File: config.mk
export PLATFORM = sky130hd
export DESIGN_NAME = dp_collide_arb
export DESIGN_NICKNAME = d
export VERILOG_FILES = /design/src/rtl/dpca_pkg.sv /design/src/rtl/dpca_track.sv /design/src/rtl/dpca_order.sv /design/src/rtl/dpca_wgate.sv /design/src/rtl/dp_collide_arb.sv
export SDC_FILE = /design/constraint.sdc
export NUM_CORES = 1
export LEC_CHECK = 0
export BUFFER_PORTS_ARGS = -buffer_cell sky130_fd_sc_hd__buf_2
export CAP_MARGIN = 20
export CORE_UTILIZATION = 25
export CTS_CLUSTER_DIAMETER = 30
export DETAILED_ROUTE_END_ITERATION = 16
export GPL_ROUTABILITY_DRIVEN = 0
export SYNTH_ARGS = -nofsm -noshare
export SYNTH_HDL_FRONTEND = slang
export SYNTH_HIERARCHICAL = 1
export SYNTH_SLANG_ARGS = --single-unit
File: constraint.sdc
create_clock -name clk -period 4.1 [get_ports clk]
set_input_delay 0.205 -clock clk [delete_from_list [all_inputs] [get_ports clk]]
set_output_delay 0.205 -clock clk [all_outputs]
set_load 0.05 [all_outputs]
File: src/rtl/dpca_pkg.sv
package dpca_pkg;
  typedef enum logic { SIDE_L = 1'b0, SIDE_R = 1'b1 } side_e;
  localparam int NUM_SIDES = 2;
endpackage

File: src/rtl/dpca_track.sv
module dpca_track #(
  parameter int AW = 12
) (
  input  logic          clk,
  input  logic          rst_n,
  input  logic          cs_n,
  input  logic [AW-1:0] addr,
  output logic          fresh
);
  logic          cs_q, cs_d;
  logic [AW-1:0] addr_q, addr_d;
  logic          smp_en;

  assign smp_en = 1'b1;

  always_comb begin
    cs_d   = cs_q;
    addr_d = addr_q;
    if (smp_en) begin
      cs_d   = cs_n;
      addr_d = addr;
    end
  end

  always_ff @(posedge clk or negedge rst_n) begin
    if (!rst_n) begin
      cs_q   <= 1'b1;
      addr_q <= '0;
    end else begin
      cs_q   <= cs_d;
      addr_q <= addr_d;
    end
  end

  assign fresh = (cs_n != cs_q) || (addr != addr_q);
endmodule

File: src/rtl/dpca_order.sv
module dpca_order (
  input  logic clk,
  input  logic rst_n,
  input  logic coll,
  input  logic fresh_l,
  input  logic fresh_r,
  output logic lose_l,
  output logic lose_r
);
  logic held_q, held_d;
  logic hl_q, hl_d;
  logic now_l;

  // left loses only when it alone moved this cycle; ties go to left
  assign now_l  = fresh_l && !fresh_r;
  assign lose_l = held_q ? hl_q : now_l;
  assign lose_r = !lose_l;

  always_comb begin
    held_d = held_q;
    hl_d   = hl_q;
    if (coll) begin
      held_d = 1'b1;
      hl_d   = lose_l;
    end else begin
      held_d = 1'b0;
      hl_d   = 1'b0;
    end
  end

  always_ff @(posedge clk or negedge rst_n) begin
    if (!rst_n) begin
      held_q <= 1'b0;
      hl_q   <= 1'b0;
    end else begin
      held_q <= held_d;
      hl_q   <= hl_d;
    end
  end
endmodule

File: src/rtl/dpca_wgate.sv
module dpca_wgate (
  input  logic master,
  input  logic cs_n,
  input  logic we_n,
  input  logic busy_int_n,
  input  logic busy_ext_n,
  output logic busy_o_n,
  output logic ram_we_n
);
  logic blk;

  assign blk      = master ? !busy_int_n : !busy_ext_n;
  assign busy_o_n = master ? busy_int_n : 1'b1;
  assign ram_we_n = cs_n || we_n || blk;
endmodule

File: src/rtl/dp_collide_arb.sv
module dp_collide_arb #(
  parameter int AW = 12
) (
  input  logic          clk,
  input  logic          rst_n,
  input  logic          master_i,
  input  logic          cs_l_n,
  input  logic [AW-1:0] addr_l,
  input  logic          we_l_n,
  input  logic          cs_r_n,
  input  logic [AW-1:0] addr_r,
  input  logic          we_r_n,
  input  logic          busy_l_in_n,
  input  logic          busy_r_in_n,
  output logic          busy_l_n,
  output logic          busy_r_n,
  output logic          ram_we_l_n,
  output logic          ram_we_r_n
);
  import dpca_pkg::*;

  logic          cs_v    [NUM_SIDES];
  logic [AW-1:0] addr_v  [NUM_SIDES];
  logic          we_v    [NUM_SIDES];
  logic          bext_v  [NUM_SIDES];
  logic          fresh_v [NUM_SIDES];
  logic          lose_v  [NUM_SIDES];
  logic          bint_v  [NUM_SIDES];
  logic          bout_v  [NUM_SIDES];
  logic          rwe_v   [NUM_SIDES];
  logic          coll;

  assign cs_v[SIDE_L]   = cs_l_n;
  assign cs_v[SIDE_R]   = cs_r_n;
  assign addr_v[SIDE_L] = addr_l;
  assign addr_v[SIDE_R] = addr_r;
  assign we_v[SIDE_L]   = we_l_n;
  assign we_v[SIDE_R]   = we_r_n;
  assign bext_v[SIDE_L] = busy_l_in_n;
  assign bext_v[SIDE_R] = busy_r_in_n;

  assign coll = !cs_l_n && !cs_r_n && (addr_l == addr_r);

  dpca_order u_order (
    .clk    (clk),
    .rst_n  (rst_n),
    .coll   (coll),
    .fresh_l(fresh_v[SIDE_L]),
    .fresh_r(fresh_v[SIDE_R]),
    .lose_l (lose_v[SIDE_L]),
    .lose_r (lose_v[SIDE_R])
  );

  for (genvar s = 0; s < NUM_SIDES; s++) begin : g_side
    dpca_track #(.AW(AW)) u_track (
      .clk  (clk),
      .rst_n(rst_n),
      .cs_n (cs_v[s]),
      .addr (addr_v[s]),
      .fresh(fresh_v[s])
    );

    assign bint_v[s] = !(coll && lose_v[s]);

    dpca_wgate u_wgate (
      .master    (master_i),
      .cs_n      (cs_v[s]),
      .we_n      (we_v[s]),
      .busy_int_n(bint_v[s]),
      .busy_ext_n(bext_v[s]),
      .busy_o_n  (bout_v[s]),
      .ram_we_n  (rwe_v[s])
    );
  end

  assign busy_l_n   = bout_v[SIDE_L];
  assign busy_r_n   = bout_v[SIDE_R];
  assign ram_we_l_n = rwe_v[SIDE_L];
  assign ram_we_r_n = rwe_v[SIDE_R];
endmodule

==> flow_summary.ini, run 1 <==
[run_status]
outcome = complete, no violations

[worst_hold_path]
min_from = addr_r[10]
hold_depth = 1
hold_path_class = in -> reg
hold_path_end = g_side[1].u_track/addr_q[10]

[pwr]
vdd_drop_max_uv = 187
p_total_uw = 588
leakage_nw = 0.690
p_per_area_nw_per_um2 = 366

[worst_setup_path]
r2r_cells = 5
worst_r2r_endpoint = u_order/hl_q
worstSetupStartpointType = flip-flop
path_class = reg -> out
cp.arrival_ns = 2.82
required_ns = 3.89
cp_max_fo = 3
end_kind = primary output
r2r_start = g_side[1].u_track/cs_q
r2r_slack_ns = 2.41

[route]
detail-route-antenna-nets = 0
drc = 0
vias = 822
wl_per_cell_um = 12.4
viasPerCell = 4.07
drt_iter0_markers = 13
drt_wl_total_mm = 2.50
drt_first_pass_iters = 2

[global_route]
grt_overflow_total = 0
grt.busiest_layer = met2
grtUsageMet1 = 0.128
grt_use_met2 = 0.181
met3_usage = 0.0221
grt_pass1_wl_mm = 4.18
grt_pass1_vias = 888
grtUsageTotal = 0.104
grt_max_degree = 29
grt_antenna_before_repair = 0

[timing]
setup_slack_ns = 1.08
min_period_ns = 3.02
fin_worst_skew_ns = 0.00483
fin_crit_sh = 0.738
setup_viol_count_final = 0
report.final.slew_viol_count = 0
worst_slew_pin_slew_ns = 0.596
hold_violations = 0
slew_headroom = 0.603
rsz0062_at_grt = no
setup_tns_ns = 0
fmax_mhz = 331

[yosys]
syn_avg_cell_area_um2 = 13.4
syn_area_um2 = 1260
synthesis.nets = 127
synth.distinct_cells = 18
syn_inst = 94
ys_seq_area_frac = 0.559
synth-seq-cells = 28
yosysWarnings = 6

[clock_network]
cts.sinks = 28
cts_buffers = 3
cts_root_buffer = clkbuf_8
clk_latency_ns = 0.27
htree_num_levels = 1
cts_hold_buffers = 1
cts_tree = yes
cts_resized = 0
cts.clk_slew.worst_paths_ns = 0.09
post-cts-setup-buffers = 0
clockBufferDepth = 2

[cells_and_area]
final_cells = 202
nets = 169
antennaDiodeCount = 0
drive_above_1_share = 0.356
fillCellCount = 495
design_area_um2 = 1600
multi_input_area_um2 = 556
layout_commonest_cell = buf_2
syn2layout_area_growth_pct = 27.4
register_area_um2 = 703
final_cell_mix = buf_2, xor2_1, dfrtp_1, xnor2_1, nand4_1

[placement]
post-place-ws_ns = 1.39
port_buffers = 36
dp.cells = 197
place_area_um2 = 1520

[die]
fp.coreArea_um2 = 4790
io_pins = 37
num_rows = 25
fp.dieW_um = 73.0
start_util = 0.263
dieHeight_um = 73.0
dieArea_um2 = 5320

[flow_run]
cap_violations = 0
[registers in the layout, summed over array words and instances, names as in the netlist]
register	flops
g_side.u_track/addr_q	24
g_side.u_track/cs_q	2
u_order/held_q	1
u_order/hl_q	1
[through the flow]
stage                     hold WS [ns]   util
after floorplan                -0.0906      -
after global placement           0.236  0.318
after detailed placement         0.255  0.318
after CTS                       0.0694  0.335
after global routing            0.0678  0.335
final                           0.0744  0.335
[cells by family after synthesis]
family	synth area share
DFF	0.559
xor gates and xnor gates	0.264
and+or+nand+nor	0.155
muxes	0.0159
AOI/OAI and AO/OA	0.00597
[layout make-up]
cell class                      count  share of cell area
Clock buffer                        3              0.0257
Timing Repair Buffer               37               0.119
Sequential cell                    28               0.438
Clock inverter                      1              0.0187
Tap cell                           67              0.0523
Multi-Input combinational cell     66               0.346
[routing by layer]
layer / vias up / routed length (µm)
li1: 404 / -
met1: 391 / 1070
met2: 23 / 1290
met3: 4 / 121
met4: 0 / 21
met5: - / 0
[cell usage after synthesis]
master    n  area (µm²)
nor4_1    2        12.5
xnor2_1  12         105
and4_1    1        8.76
or2b_1    2        15.0
dfstp_2   2        52.6
or3_1     2        12.5
nor3b_2   1        12.5
and2_4    1        8.76
nand4_1   6        37.5
nor2_1    1        3.75
o21a_1    1        7.51
mux2i_1   2        20.0
nor4_2    4        50.1
dfrtp_1  26         651
xor2_1   26         228
nor3_1    2        10.0
nor4b_1   2        17.5
or2_1     1        6.26
[worst max-delay path by stage]
stage               depth (start not counted)                   start    endpoint  slack (ns)
floorplan                                   9  g_side[1].u_track/cs_q  ram_we_l_n        1.79
global placement                           10  g_side[1].u_track/cs_q  ram_we_l_n        1.48
detailed placement                         10  g_side[1].u_track/cs_q  ram_we_l_n        1.39
CTS                                        10  g_side[1].u_track/cs_q  ram_we_l_n        1.07
global route                               10  g_side[1].u_track/cs_q  ram_we_l_n        0.82
finish                                     10  g_side[1].u_track/cs_q  ram_we_l_n        1.08
[power by group]
| group | total (mW) | switching (mW) | leakage (nW) | internal, mW |
|---|---|---|---|---|
| clock network | 0.214 | 0.0834 | 0.0357 | 0.131 |
| registers | 0.295 | 0.00556 | 0.329 | 0.290 |
| logic | 0.0784 | 0.0439 | 0.325 | 0.0344 |
| total | 0.588 | 0.133 | 0.690 | 0.455 |
[worst max-delay path: stages, from the launching register on]
cell and delay, ns:
dfstp_2 0.54, xor2_1 0.07, nor4_1 0.42, nand4_1 0.19
nor3b_2 0.28, or2_1 0.13, nor4b_1 0.22, nand4_1 0.16
mux2i_1 0.17, or3_1 0.11, buf_2 0.25
(Power assumes the default switching activity.)
==> inputs of run 2 (changes only) <==
==> constraint.sdc (replaced) <==
create_clock -name clk -period 3.12 [get_ports clk]
set_input_delay 0.156 -clock clk [delete_from_list [all_inputs] [get_ports clk]]
set_output_delay 0.156 -clock clk [all_outputs]
set_load 0.05 [all_outputs]
==> flow_summary.ini, run 2 (synthesis gave the netlist of run 1 again) <==
[run_status]
outcome = complete, no violations

[clock_network]
post-cts-setup-buffers = 0
clockBufferDepth = 2
cts.sinks = 28
cts_root_buffer = clkbuf_8
htree_num_levels = 1
cts_tree = yes
cts_buffers = 3
clk_latency_ns = 0.27
cts.clk_slew.worst_paths_ns = 0.09

[cells_and_area]
syn2layout_area_growth_pct = 27.9
final_cell_mix = buf_2, xor2_1, dfrtp_1, xnor2_1, nand4_1
nets = 169
layout_commonest_cell = buf_2
final_util = 0.336
drive_above_1_share = 0.363
top_register = g_side.u_track/addr_q
largest_register_ffs = 24
top_regs = g_side.u_track/addr_q (24), g_side.u_track/cs_q (2)
fillCellCount = 496
antennaDiodeCount = 0

[worst_setup_path]
path_class = reg -> out
crit_path_start = g_side[1].u_track/cs_q
r2r_cells = 5
required_ns = 2.96
cp_max_fo = 3
r2r_start = g_side[1].u_track/cs_q
worstSetupStartpointType = flip-flop
r2r_slack_ns = 1.54
worst_r2r_endpoint = u_order/hl_q
end_kind = primary output
endpoint = ram_we_l_n
cp.arrival_ns = 2.71

[timing]
setup_tns_ns = 0
fin_worst_skew_ns = 0.00539
worst_slew_pin_slew_ns = 0.594
fmax_mhz = 349
hold-worst-slack_ns = 0.0245
setup_slack_ns = 0.255
report.final.slew_viol_count = 0
setup_viol_count_final = 0
rsz0062_at_grt = no
fin_crit_sh = 0.918
slew_headroom = 0.604
min_period_ns = 2.87
hold_violations = 0

[pwr]
vdd_drop_max_uv = 247
leakage_nw = 0.690
p_per_area_nw_per_um2 = 481
p_total_uw = 774

[route]
drt_iter0_markers = 14
drt_first_pass_iters = 2
wl_per_cell_um = 12.6
drc = 0
vias = 824
viasPerCell = 4.08
detail-route-antenna-nets = 0
drt_wl_total_mm = 2.54

[global_route]
grt_antenna_before_repair = 0
grt.busiest_layer = met2
grt_use_met2 = 0.181
grtUsageMet1 = 0.128
grt_max_degree = 29
grt_pass1_vias = 888
grt_overflow_total = 0
grt_pass1_wl_mm = 4.18
met3_usage = 0.0221
grtUsageTotal = 0.104

[placement]
post-place-ws_ns = 0.461
port_buffers = 36

[die]
fp.dieW_um = 73.0
io_pins = 37
dieArea_um2 = 5320
start_util = 0.263
dieHeight_um = 73.0
num_rows = 25
fp.coreArea_um2 = 4790

[flow_run]
cap_violations = 0

[worst_hold_path]
hold_path_class = in -> reg
hold_depth = 1
[run 2: stage by stage]
stage,instance area [µm²],cells
after floorplan,1260,94
after global placement,1520,197
after detailed placement,1520,197
after CTS,1600,202
after global routing,1610,202
final,1610,202
[run 2: metal layers]
layer  up-vias  wire [µm]
met1       394       1080
met5         -          0
li1        403          -
met2        23       1310
met3         4        123
met4         0         21
[run 2: worst min-delay path by stage]
stage                    start                      endpoint
floorplan                rst_n   g_side[0].u_track/addr_q[0]
global placement         rst_n  g_side[1].u_track/addr_q[11]
detailed placement       rst_n  g_side[0].u_track/addr_q[11]
CTS                 addr_r[10]  g_side[1].u_track/addr_q[10]
global route        addr_r[10]  g_side[1].u_track/addr_q[10]
finish              addr_r[10]  g_side[1].u_track/addr_q[10]
[run 2: what timing repair did]
action                     4_1_cts  5_1_grt
gates resized for setup          0        1
hold endpoints to repair        26        0
hold buffers                     1        0
setup endpoints to repair        0        2
[run 2: final cells by class]
cell class / count / area, µm² / area share
clock buffers: 3 / 41.3 / 0.0256
repair buffers: 37 / 190 / 0.118
flip-flops and latches: 28 / 703 / 0.437
well taps: 67 / 83.8 / 0.0521
multi-input cells: 66 / 562 / 0.349
clock inverters: 1 / 30.0 / 0.0186
[run 2: report_power, final]
| group | switching, mW | internal (mW) |
|---|---|---|
| combinational | 0.0591 | 0.0454 |
| sequential | 0.00732 | 0.381 |
| clock | 0.110 | 0.172 |
| total | 0.177 | 0.598 |
[run 2: critical path, stage by stage, from the launching register on]
cell and delay (ns):
dfstp_2 0.54, xor2_1 0.08, nor4_2 0.33, nand4_1 0.17
nor3b_2 0.27, or2_1 0.13, nor4b_1 0.23, nand4_1 0.16
mux2i_1 0.17, or3_1 0.11, buf_2 0.25
==> inputs of run 3 (changes only) <==
--- a/config.mk
+++ b/config.mk
@@ -5,7 +5,7 @@
 export SDC_FILE = /design/constraint.sdc
 export NUM_CORES = 1
 export LEC_CHECK = 0
-export BUFFER_PORTS_ARGS = -buffer_cell sky130_fd_sc_hd__buf_2
+export BUFFER_PORTS_ARGS = -buffer_cell sky130_fd_sc_hd__buf_4
 export CAP_MARGIN = 20
 export CORE_UTILIZATION = 25
 export CTS_CLUSTER_DIAMETER = 30
==> flow_summary.ini, run 3 (synthesis gave the netlist of run 1 again) <==
[route]
drc = 0
drt_first_pass_iters = 4
wl_per_cell_um = 12.4
vias = 823
viasPerCell = 4.09
drt_wl_total_mm = 2.49
detail-route-antenna-nets = 0
drt_iter0_markers = 22

[die]
start_util = 0.263
num_rows = 25
dieHeight_um = 73.0
fp.dieW_um = 73.0
dieArea_um2 = 5320
fp.coreArea_um2 = 4790
io_pins = 37

[clock_network]
cts_root_buffer = clkbuf_8
cts_buffers = 3
clockBufferDepth = 2
htree_num_levels = 1
clk_latency_ns = 0.27
cts_tree = yes
cts.sinks = 28
cts.clk_slew.worst_paths_ns = 0.09

[worst_setup_path]
cpMaxStageDelayCell = dfstp_2
cp.arrival_ns = 2.60
worst-path-buf-inv = 1
end_kind = primary output
path_class = reg -> out
cpMostUsedCell = nand4_1
cpPeakStageDelay_ns = 0.53
crit_family = simple AND/OR/NAND/NOR gates
required_ns = 2.96
cp_cell_sequence = xor2_1 -> nor4_2 -> nand4_1 -> nor3b_2 -> or2_1 -> nor4b_1 -> nand4_1 -> mux2i_1 -> or3_1 -> buf_4
cp_max_fo = 3
worstSetupStartpointType = flip-flop

[global_route]
grt_overflow_total = 0
grt_max_degree = 29
grt_pass1_wl_mm = 4.08
grt_antenna_before_repair = 0
grt_pass1_vias = 875
grtUsageTotal = 0.103

[cells_and_area]
register_area_um2 = 703
nets = 169
syn2layout_area_growth_pct = 32.7
multi_input_area_um2 = 562
drive_above_1_share = 0.358
final_cell_mix = buf_4, xor2_1, dfrtp_1, xnor2_1, nand4_1
top_register = g_side.u_track/addr_q
largest_register_ffs = 24
layout_commonest_cell = buf_4
fillCellCount = 475
antennaDiodeCount = 0
design_area_um2 = 1670
top_regs = g_side.u_track/addr_q (24), g_side.u_track/cs_q (2)
final_util = 0.349

[timing]
setup_slack_ns = 0.363
rsz0062_at_grt = no
report.final.slew_viol_count = 0
fin_worst_skew_ns = 0.00501
setup_viol_count_final = 0
fmax_mhz = 363
min_period_ns = 2.76
setup_tns_ns = 0
fin_crit_sh = 0.884
worst_slew_pin_slew_ns = 0.391
hold_violations = 0
slew_headroom = 0.737

[pwr]
vdd_drop_max_uv = 229
leakage_nw = 0.710
p_per_area_nw_per_um2 = 415

[run_status]
outcome = complete, no violations

[worst_hold_path]
hold_path_class = in -> reg

[placement]
dp_hpwl_mm = 2.02
post-place-ws_ns = 0.568
port_buffers = 36
place_area_um2 = 1610

[flow_run]
cap_violations = 0
==> run 3: cell type report <==
type	count	area share
tap	67	0.0502
multi-input combinational	66	0.336
timing repair buffer	37	0.168
clock buffer	3	0.0247
sequential	28	0.421
==> run 3: metal layers <==
layer,share of wire,track usage
met5,0,0
met4,0.010,0.0392
met3,0.048,0.0152
met2,0.51,0.179
met1,0.43,0.130
==> run 3: per-stage QoR <==
stage	hold WS (ns)	instances	total power, mW
5_1_grt	0.00956	201	0.729
6_report	0.0165	201	0.693
3_5_place_dp	0.0949	197	0.512
4_1_cts	0.0151	201	0.702
3_3_place_gp	0.0869	197	0.510
2_1_floorplan	-0.140	94	0.446
==> run 3: where the power goes <==
part	internal (mW)	switching, mW	leakage (nW)
combinational	0.0581	0.0588	0.360
sequential	0.381	0.00747	0.329
clock	0.0864	0.102	0.0216
total	0.525	0.168	0.710
==> run 3: final timing paths <==
check / from / to / slack, ns / cells past startpoint
worst max-delay path: g_side[1].u_track/cs_q / ram_we_l_n / 0.36 / 10
worst min register to register: u_order/hl_q / u_order/hl_q / 0.61 / 2
min in group asynchronous: rst_n / g_side[0].u_track/addr_q[11] / 0.32 / 2
worst max register to register: g_side[1].u_track/cs_q / u_order/hl_q / 1.58 / 5
worst min-delay path: addr_l[4] / g_side[0].u_track/addr_q[4] / 0.02 / 1
max in group asynchronous: rst_n / g_side[0].u_track/cs_q / 2.49 / 2
==> run 3: repair_timing <==
item | CTS | global route
hold buffers | 1 | 0
gates resized for setup | 0 | 1
endpoints found under the setup margin | 0 | 1
hold endpoints to repair | 26 | 0
buffers inserted | 0 | 0
